## config.mk

```make
export PLATFORM = sky130hd
export DESIGN_NAME = perf_monitor
export DESIGN_NICKNAME = d
export VERILOG_FILES = /design/src/rtl/pmu_pkg.sv /design/src/rtl/pmu_counter.sv /design/src/rtl/pmu_event_pick.sv /design/src/rtl/pmu_prescaler.sv /design/src/rtl/perf_monitor.sv
export SDC_FILE = /design/constraint.sdc
export NUM_CORES = 1
export LEC_CHECK = 0
export BUFFER_PORTS_ARGS = -buffer_cell sky130_fd_sc_hd__buf_2
export CAP_MARGIN = 5
export CORE_ASPECT_RATIO = 0.8
export CORE_MARGIN = 8
export CORE_UTILIZATION = 59
export CTS_CLUSTER_SIZE = 8
export DETAILED_ROUTE_END_ITERATION = 6
export HOLD_SLACK_MARGIN = 0.05
export PLACE_DENSITY = 0.91
export SLEW_MARGIN = 20
export SYNTH_ARGS = -nofsm -noshare
export SYNTH_HDL_FRONTEND = slang
export SYNTH_SLANG_ARGS = --single-unit
```

## constraint.sdc

```tcl
create_clock -name clk -period 5.7 [get_ports clk]
set_clock_uncertainty 0.2 [all_clocks]
set_input_delay 0.57 -clock clk [delete_from_list [all_inputs] [get_ports clk]]
set_output_delay 0.57 -clock clk [all_outputs]
set_load 0.05 [all_outputs]
```

## src/rtl/pmu_pkg.sv

```systemverilog
package pmu_pkg;
  localparam int DATA_W     = 32;
  localparam int EVT_SEL_W  = 8;
  localparam int NUM_EVT    = 1 << EVT_SEL_W;
  localparam int NCNT       = 3;

  // counter slots, ordered as the enable and flag fields
  localparam int IDX_EV0    = 0;
  localparam int IDX_EV1    = 1;
  localparam int IDX_CYC    = 2;

  // control word field positions
  localparam int B_RUN      = 0;
  localparam int B_EVCLR    = 1;
  localparam int B_CYCLR    = 2;
  localparam int B_DIV      = 3;
  localparam int B_IE_LSB   = 4;
  localparam int B_FLG_LSB  = 8;
  localparam int B_SEL0_LSB = 12;
  localparam int B_SEL1_LSB = 20;

  typedef enum logic [1:0] {
    RA_CTRL = 2'd0,
    RA_CYC  = 2'd1,
    RA_EV0  = 2'd2,
    RA_EV1  = 2'd3
  } reg_addr_e;

  function automatic logic [1:0] slot_addr(input int idx);
    case (idx)
      IDX_EV0: slot_addr = RA_EV0;
      IDX_EV1: slot_addr = RA_EV1;
      default: slot_addr = RA_CYC;
    endcase
  endfunction
endpackage

```

## src/rtl/pmu_counter.sv

```systemverilog
module pmu_counter #(
  parameter int W = 32
) (
  input  logic         clk,
  input  logic         rst_n,
  input  logic         load,
  input  logic [W-1:0] load_val,
  input  logic         clr,
  input  logic         inc,
  output logic [W-1:0] q,
  output logic         wrap
);
  logic [W-1:0] q_n;
  logic         q_ce;

  always_comb begin
    q_n  = q;
    q_ce = load | clr | inc;
    if (load)      q_n = load_val;
    else if (clr)  q_n = '0;
    else if (inc)  q_n = q + W'(1);
  end

  assign wrap = inc & ~load & ~clr & (&q);

  always_ff @(posedge clk or negedge rst_n) begin
    if (!rst_n)     q <= '0;
    else if (q_ce)  q <= q_n;
  end
endmodule

```

## src/rtl/pmu_event_pick.sv

```systemverilog
module pmu_event_pick #(
  parameter int SEL_W = 8
) (
  input  logic [(1<<SEL_W)-1:0] evt,
  input  logic [SEL_W-1:0]      sel,
  output logic                  hit
);
  // all-ones code selects nothing
  assign hit = (sel != '1) & evt[sel];
endmodule

```

## src/rtl/pmu_prescaler.sv

```systemverilog
module pmu_prescaler #(
  parameter int DIV_LOG2 = 6
) (
  input  logic clk,
  input  logic rst_n,
  input  logic run,
  input  logic clr,
  output logic tick
);
  logic [DIV_LOG2-1:0] div_q, div_n;
  logic                div_ce;

  always_comb begin
    div_ce = clr | run;
    div_n  = clr ? '0 : div_q + DIV_LOG2'(1);
  end

  assign tick = run & ~clr & (&div_q);

  always_ff @(posedge clk or negedge rst_n) begin
    if (!rst_n)       div_q <= '0;
    else if (div_ce)  div_q <= div_n;
  end
endmodule

```

## src/rtl/perf_monitor.sv

```systemverilog
module perf_monitor
  import pmu_pkg::*;
#(
  parameter int CNT_W    = 32,
  parameter int DIV_LOG2 = 6
) (
  input  logic                 clk,
  input  logic                 rst_n,
  input  logic                 wr_en,
  input  logic [1:0]           addr,
  input  logic [DATA_W-1:0]    wr_data,
  output logic [DATA_W-1:0]    rd_data,
  input  logic [NUM_EVT-1:0]   evt_in,
  output logic                 irq
);
  logic                              glb_en, glb_en_n;
  logic                              div_on, div_on_n;
  logic [NCNT-1:0]                   int_en, int_en_n;
  logic [NCNT-1:0]                   ovf_flag, ovf_flag_n;
  logic [1:0][EVT_SEL_W-1:0]         sel_q, sel_n;
  logic                              ctrl_wr;

  logic [NCNT-1:0][CNT_W-1:0]        cnt_q;
  logic [NCNT-1:0]                   cnt_inc, cnt_clr, cnt_load, cnt_wrap;
  logic [1:0]                        evt_hit;
  logic                              div_tick;

  assign ctrl_wr = wr_en & (addr == RA_CTRL);

  // event selection per event counter
  for (genvar e = 0; e < 2; e++) begin : g_pick
    pmu_event_pick #(.SEL_W(EVT_SEL_W)) u_pick (
      .evt (evt_in),
      .sel (sel_q[e]),
      .hit (evt_hit[e])
    );
  end

  pmu_prescaler #(.DIV_LOG2(DIV_LOG2)) u_div (
    .clk  (clk),
    .rst_n(rst_n),
    .run  (glb_en),
    .clr  (cnt_clr[IDX_CYC]),
    .tick (div_tick)
  );

  always_comb begin
    cnt_inc[IDX_EV0] = glb_en & evt_hit[0];
    cnt_inc[IDX_EV1] = glb_en & evt_hit[1];
    cnt_inc[IDX_CYC] = glb_en & (div_on ? div_tick : 1'b1);
    cnt_clr[IDX_EV0] = ctrl_wr & wr_data[B_EVCLR];
    cnt_clr[IDX_EV1] = ctrl_wr & wr_data[B_EVCLR];
    cnt_clr[IDX_CYC] = ctrl_wr & wr_data[B_CYCLR];
  end

  for (genvar i = 0; i < NCNT; i++) begin : g_cnt
    assign cnt_load[i] = wr_en & (addr == slot_addr(i));
    pmu_counter #(.W(CNT_W)) u_cnt (
      .clk     (clk),
      .rst_n   (rst_n),
      .load    (cnt_load[i]),
      .load_val(wr_data[CNT_W-1:0]),
      .clr     (cnt_clr[i]),
      .inc     (cnt_inc[i]),
      .q       (cnt_q[i]),
      .wrap    (cnt_wrap[i])
    );
  end

  // control word next state
  always_comb begin
    glb_en_n = glb_en;
    div_on_n = div_on;
    int_en_n = int_en;
    sel_n    = sel_q;
    if (ctrl_wr) begin
      glb_en_n = wr_data[B_RUN];
      div_on_n = wr_data[B_DIV];
      int_en_n = wr_data[B_IE_LSB +: NCNT];
      sel_n[0] = wr_data[B_SEL0_LSB +: EVT_SEL_W];
      sel_n[1] = wr_data[B_SEL1_LSB +: EVT_SEL_W];
    end
    for (int i = 0; i < NCNT; i++) begin
      ovf_flag_n[i] = (ovf_flag[i] & ~(ctrl_wr & wr_data[B_FLG_LSB + i]))
                    | cnt_wrap[i];
    end
  end

  always_ff @(posedge clk or negedge rst_n) begin
    if (!rst_n) begin
      glb_en <= 1'b0;
      div_on <= 1'b0;
      int_en <= '0;
      sel_q  <= '0;
    end else if (ctrl_wr) begin
      glb_en <= glb_en_n;
      div_on <= div_on_n;
      int_en <= int_en_n;
      sel_q  <= sel_n;
    end
  end

  always_ff @(posedge clk or negedge rst_n) begin
    if (!rst_n) ovf_flag <= '0;
    else        ovf_flag <= ovf_flag_n;
  end

  // read path
  always_comb begin
    rd_data = '0;
    case (addr)
      RA_CTRL: begin
        rd_data[B_RUN]                       = glb_en;
        rd_data[B_DIV]                       = div_on;
        rd_data[B_IE_LSB +: NCNT]            = int_en;
        rd_data[B_FLG_LSB +: NCNT]           = ovf_flag;
        rd_data[B_SEL0_LSB +: EVT_SEL_W]     = sel_q[0];
        rd_data[B_SEL1_LSB +: EVT_SEL_W]     = sel_q[1];
      end
      RA_CYC:  rd_data[CNT_W-1:0] = cnt_q[IDX_CYC];
      RA_EV0:  rd_data[CNT_W-1:0] = cnt_q[IDX_EV0];
      default: rd_data[CNT_W-1:0] = cnt_q[IDX_EV1];
    endcase
  end

  assign irq = |(ovf_flag & int_en);
endmodule

```

# Word level (Yosys, flattened, before mapping)

Index checks and enable logic that the tools add are counted.

$add $sub $neg: 4
Order comparisons: 2
Equal/unequal tests: 5
Mux-type cells: 23
Bitwise operators: 47
Reduce and logical (&&, ||, !) cells: 12

Operators by type and width:

| kind                  | count |
|---|---|
| $mux 32               | 9 |
| $add 32x1->32 const B | 3 |
| $reduce_and 32->1     | 3 |
| $pmux 16 s3           | 1 |
| $and 1x1->1           | 28 |
| $pmux 4 s3            | 2 |
| $lt 8x9->1 const B    | 2 |
| $bmux 1 s8            | 2 |
| $ne 8x8->1 const B    | 2 |
| $or 1x1->1            | 10 |
| $pmux 1 s3            | 3 |
| $pmux 3 s3            | 1 |
| $reduce_bool 3->1     | 3 |
| $not 1->1             | 8 |
| $add 6x1->6 const B   | 1 |
| $mux 6                | 1 |
| $pmux 2 s3            | 1 |
| $reduce_and 2->1      | 3 |
| $reduce_and 6->1      | 1 |
| $eq 2x2->1 const B    | 2 |
| $and 3x3->3           | 1 |
| $mux 1                | 3 |
| $reduce_or 3->1       | 1 |
| $eq 2x1->1 const B    | 1 |
| $logic_not 2->1       | 1 |

Flip-flop bits (word level): 126
Input bits: 293
Output and inout port bits: 33
Word-level logic and storage cells: 103

# Depth between registers and ports, before layout

Depth in word-level cells: 12
Mapped depth: 15
Depth with buffers taken out: 9

# Modules after synthesis

Synthesis repeated with hierarchy kept, for this count alone.

Cell total of the unflattened synthesis: 1,191
Area total of the unflattened synthesis: 12,304.3 um2

Modules (own cells, without submodules):

| module         | times used | cells each | area each (um2) | sequential area each (um2) |
|---|---|---|---|---|
| pmu_counter    | 3          | 228        | 1,979.4         | 800.8 |
| pmu_event_pick | 2          | 181        | 2,139.6         | 0.0 |
| perf_monitor   | 1          | 119        | 1,809.2         | 600.6 |
| pmu_prescaler  | 1          | 26         | 277.8           | 150.1 |

# Worst setup path before layout

Ideal clock, no wire load.

Kind: register -> register
Start point: reg sel_q[8] (netlist name)
End point: reg g_cnt[1].u_cnt.q[17]
Library setup time: 0.086 ns
Arrival time: 2.824 ns
Data required time: 5.414 ns
Slack: 2.590 ns
Stages on the path, launching flop included: 12
Buffers on the path: 3
Period minus slack after synthesis: 3.110 ns
Cell sequence: dfrtp_1 -> buf_4 -> buf_2 -> mux4_2 -> mux2i_1 -> nor2_1 -> a2111oi_0 -> o22ai_1 -> o21ai_1 -> buf_2 -> mux2_2 -> nor3_1

Longest elaborated chain between the ends: 6
Elaborated cells on any way between the ends: 8
Classes of those cells: eq/ne (1); mux (2); bitwise (3); reduce/logical (2)

RTL lines:

| element                                                          | RTL line            | source |
|---|---|---|
| start: declaration                                               | perf_monitor.sv:20  | `logic [1:0][EVT_SEL_W-1:0] sel_q, sel_n;` |
| start signal: assignment                                         | perf_monitor.sv:99  | `sel_q <= sel_n;` |
| $bmux 1 s8                                                       | pmu_event_pick.sv:9 | `assign hit = (sel != '1) & evt[sel];` |
| $mux 1 (not written as such)                                     | pmu_event_pick.sv:9 |  |
| $and 1x1->1 (*)                                                  | pmu_event_pick.sv:9 |  |
| $and 1x1->1 (*)                                                  | perf_monitor.sv:49  | `cnt_inc[IDX_EV1] = glb_en & evt_hit[1];` |
| $reduce_bool 3->1 (no source line) or $or 1x1->1 (tied branches) | -                   |  |
| $reduce_and 2->1 (no source line) (*)                            | -                   |  |
| end signal: assignment                                           | pmu_counter.sv:28   | `else if (q_ce) q <= q_n;` |
| end: declaration                                                 | pmu_counter.sv:10   | `output logic [W-1:0] q,` |

Every way passes the cells marked *; elsewhere a longest branch is shown, timed or not. The select of a mux whose other input is x is not followed.
A chain may end at the register's enable or synchronous reset.

# Final worst setup path

Same ends and word-level chain as after synthesis.

==> key figures <==
Worst setup path
  – Stages on worst setup path: 10
  – Slowest CP cell: dfrtp_4
  – Buffers plus inverters on the worst setup path: 2
  – CP Cell Sequence: buf_16 > mux4_2 > a22oi_1 > a21oi_1 > a2111oi_0 > o22ai_1 > o21ai_2 > buf_4 > mux2_2 > nor3_1
  – Worst reg-to-reg path cell count: 10
  – Kind of critical path: reg -> reg
  – Slowest stage delay, CP: 0.75 ns
  – CP required: 5.85 ns
  – Delay-heaviest family, CP: compound AO/OA/AOI/OAI gates
  – R2r setup slk: 1.32 ns
  – Worst EP arrival: 4.53 ns
  – Crit. End Element: register
  – RR Endpoint: g_cnt[1].u_cnt.q[17]
  – Critical path launch point type: register
  – R2r startpoint: sel_q[8]
  – Worst-path fanout max: 41

Placed design
  – I/O Buffers: 325
  – Setup WS pre-CTS: approximately 1.2 ns
  – Detail Placement HPWL: 38900 um
  – GPL Wtd Cong: 0.987

Clocking
  – CTS tree: built
  – CTS H-tree depth: 4
  – Clk Latency, worst-skew pair: roughly 0.43 ns
  – Clock transition at path regs: 0.06 ns
  – Longest Clk Path Bufs: 2
  – CTS Buf Count: 17
  – CTS sink cnt: roughly 130
  – Post-CTS Setup Inserts: 0
  – CTS resizes: 0
  – Hold-fix buffers, CTS: 0
  – CTS root buffer: clkbuf_16

Routing
  – ANT nets after route: 0
  – Starting DRT DRC Count: 3090
  – Drt via density: 7.52
  – Drt pass-1 iters: 7
  – Vias: 13859
  – Routed WL per cell: 28.5 um
  – DR DRC count: 10
  – Detailed Route WL: 52500 um

Die
  – I/O pins: about 330
  – Core ar.: 0.0208 mm^2
  – Chip height: approximately 150 um
  – Die W: 179 um
  – Die area: 0.0262 mm^2
  – Initial core utilization: 0.604
  – Site Rows: 47

Synth
  – EDFF count, synth: 0
  – Area leader, netlist: dfrtp_1
  – Post-Syn Instances: about 1300
  – Net count after synthesis: ~1600
  – Count leader, synth: nand2_1
  – Yosys cell types: 73
  – Post-synthesis sequential area ratio: 0.252
  – Syn_area_per_cell: between 9 and 10 um^2
  – Synth warn: 0
  – Ys flop type: dfrtp_1
  – Post-synth top cells: 153 x nand2_1, 126 x dfrtp_1, 107 x mux4_2
  – Top post-synthesis cells by area: dfrtp_1 25%, mux4_2 19%, mux2i_1 7.2%
  – Synth top area share: 0.252
  – Register bit total from synthesis: ~130
  – Fraction of registers with async set/reset: 1.00
  – Syn Std Cell Area: 0.0125 mm^2

Global routing
  – GR Util All Layers: 0.393
  – First-pass GRT wire length: 79600 um
  – Largest net degree at the start of global routing: between 70 and 80
  – GRT overflow: 0
  – Vias in the first global route: between 10000 and 15000
  – Initial antenna violation count: 4

STA
  – Fin. max-slew vios: 0
  – Worst Hold Margin: about 0.019 ns
  – Final setup viols: 0
  – Fmax: 228 MHz
  – Setup ws final: 1.32 ns
  – Post-layout min period: 4.38 ns
  – Slew margin rel.: 0.340
  – Final hold violation count: 0
  – Setup TNS: 0 ns
  – Worst-margin pin slew: 0.990 ns
  – RSZ-0062 raised after global routing: false
  – Period Utilization, post-route: 0.769

Layout
  – Total Nets Final: around 1900
  – Final Core Density: 0.710
  – Share of post-route cells with drive strength above 1: 0.355
  – Area growth syn-to-layout: 17.6%

Power and ir drop
  – Power per cell area: 314 mW/mm^2
  – Leakage: slightly above 6 nW
  – Worst IR drop on VDD: ~0.23 mV

Run status
  – Outcome: finished with violations
  – Failing checks: DRC

Worst hold path
  – Hold/Removal Path Class: in -> async

Run
  – Max cap viols: 0
-- routing by layer --
metal | track usage | part of all wire | routed length, um | vias to the layer above
li1 | - | - | - | 5674
met1 | 0.519 | 0.35 | 18500 | 6577
met2 | 0.546 | 0.42 | 22200 | 1358
met3 | 0.188 | 0.18 | 9490 | 250
met4 | 0.151 | 0.044 | 2330 | 0
met5 | 0 | 0 | 0 | -
-- per-stage QoR --
stage | instance area (um^2) | instances | total power, mW
after floorplan | 12500 | 1311 | 2.81
after global placement | 14100 | 1806 | 3.36
after detailed placement | 14100 | 1806 | 3.41
after CTS | 14700 | 1838 | 4.51
after global routing | 14700 | 1843 | 4.79
final | 14700 | 1843 | 4.63
-- power by group --
part / total (mW) / internal, mW / switching (mW)
Clock: 1.09 / 0.653 / 0.440
Sequential: 1.46 / 1.07 / 0.390
Combinational: 2.08 / 0.891 / 1.19
Total: 4.63 / 2.61 / 2.02
-- cells by family (layout without fill, tap and decap cells) --
group,after synthesis,in the layout,synth area share
xor+xnor,37,37,0.0259
mux,246,246,0.309
fa+ha+maj,4,4,0.00399
compound gates,352,352,0.199
simple gates,405,405,0.156
flops,126,126,0.252
buf+inv,141,400,0.0538
other cells,0,4,0
-- placed cells by master, fill, tap and decap left out, types with 23 or more instances in the layout --
cell and count:
mux2i_1 90, nor3_1 25, nand2_1 153, a22oi_1 61
o21ai_0 67, nand3_1 63, a21oi_1 57, nor2_1 47
nand4_1 27, buf_2 324, xor2_1 23, and3_1 23
mux2_2 44, inv_1 23, mux4_2 107, dfrtp_1 123
-- worst register-to-register path: stages, from the launching register on --
cell       delay (ns)
dfrtp_4          0.75
buf_16           0.31
mux4_2           0.56
a22oi_1          0.20
a21oi_1          0.16
a2111oi_0        0.52
o22ai_1          0.42
o21ai_2          0.22
buf_4            0.40
mux2_2           0.40
nor3_1           0.16
-- how the worst max path moves through the flow --
stage	end	from
floorplan	g_cnt[1].u_cnt.q[17]	sel_q[8]
global placement	g_cnt[1].u_cnt.q[17]	sel_q[8]
detailed placement	g_cnt[1].u_cnt.q[17]	sel_q[8]
CTS	g_cnt[1].u_cnt.q[17]	sel_q[8]
global route	g_cnt[1].u_cnt.q[17]	sel_q[8]
finish	g_cnt[1].u_cnt.q[17]	sel_q[8]
-- layout make-up --
class / count / area (um^2)
Clock buffer: 18 / 439
Fill cell: 1509 / 6020
Multi-Input combinational cell: 1044 / 8730
Antenna cell: 4 / 10.0
Sequential cell: 126 / 3160
Clock inverter: 14 / 145
Timing Repair Buffer: 345 / 1820
Inverter: 23 / 86.3
Tap cell: 269 / 337
-- state kept, by name (all words and copies together), names as in the netlist --
name           count
int_en             3
u_div.div_q        6
ovf_flag           3
g_cnt.u_cnt.q     96
div_on             1
glb_en             1
sel_q             16
Power figures use the tool's default switching activity.
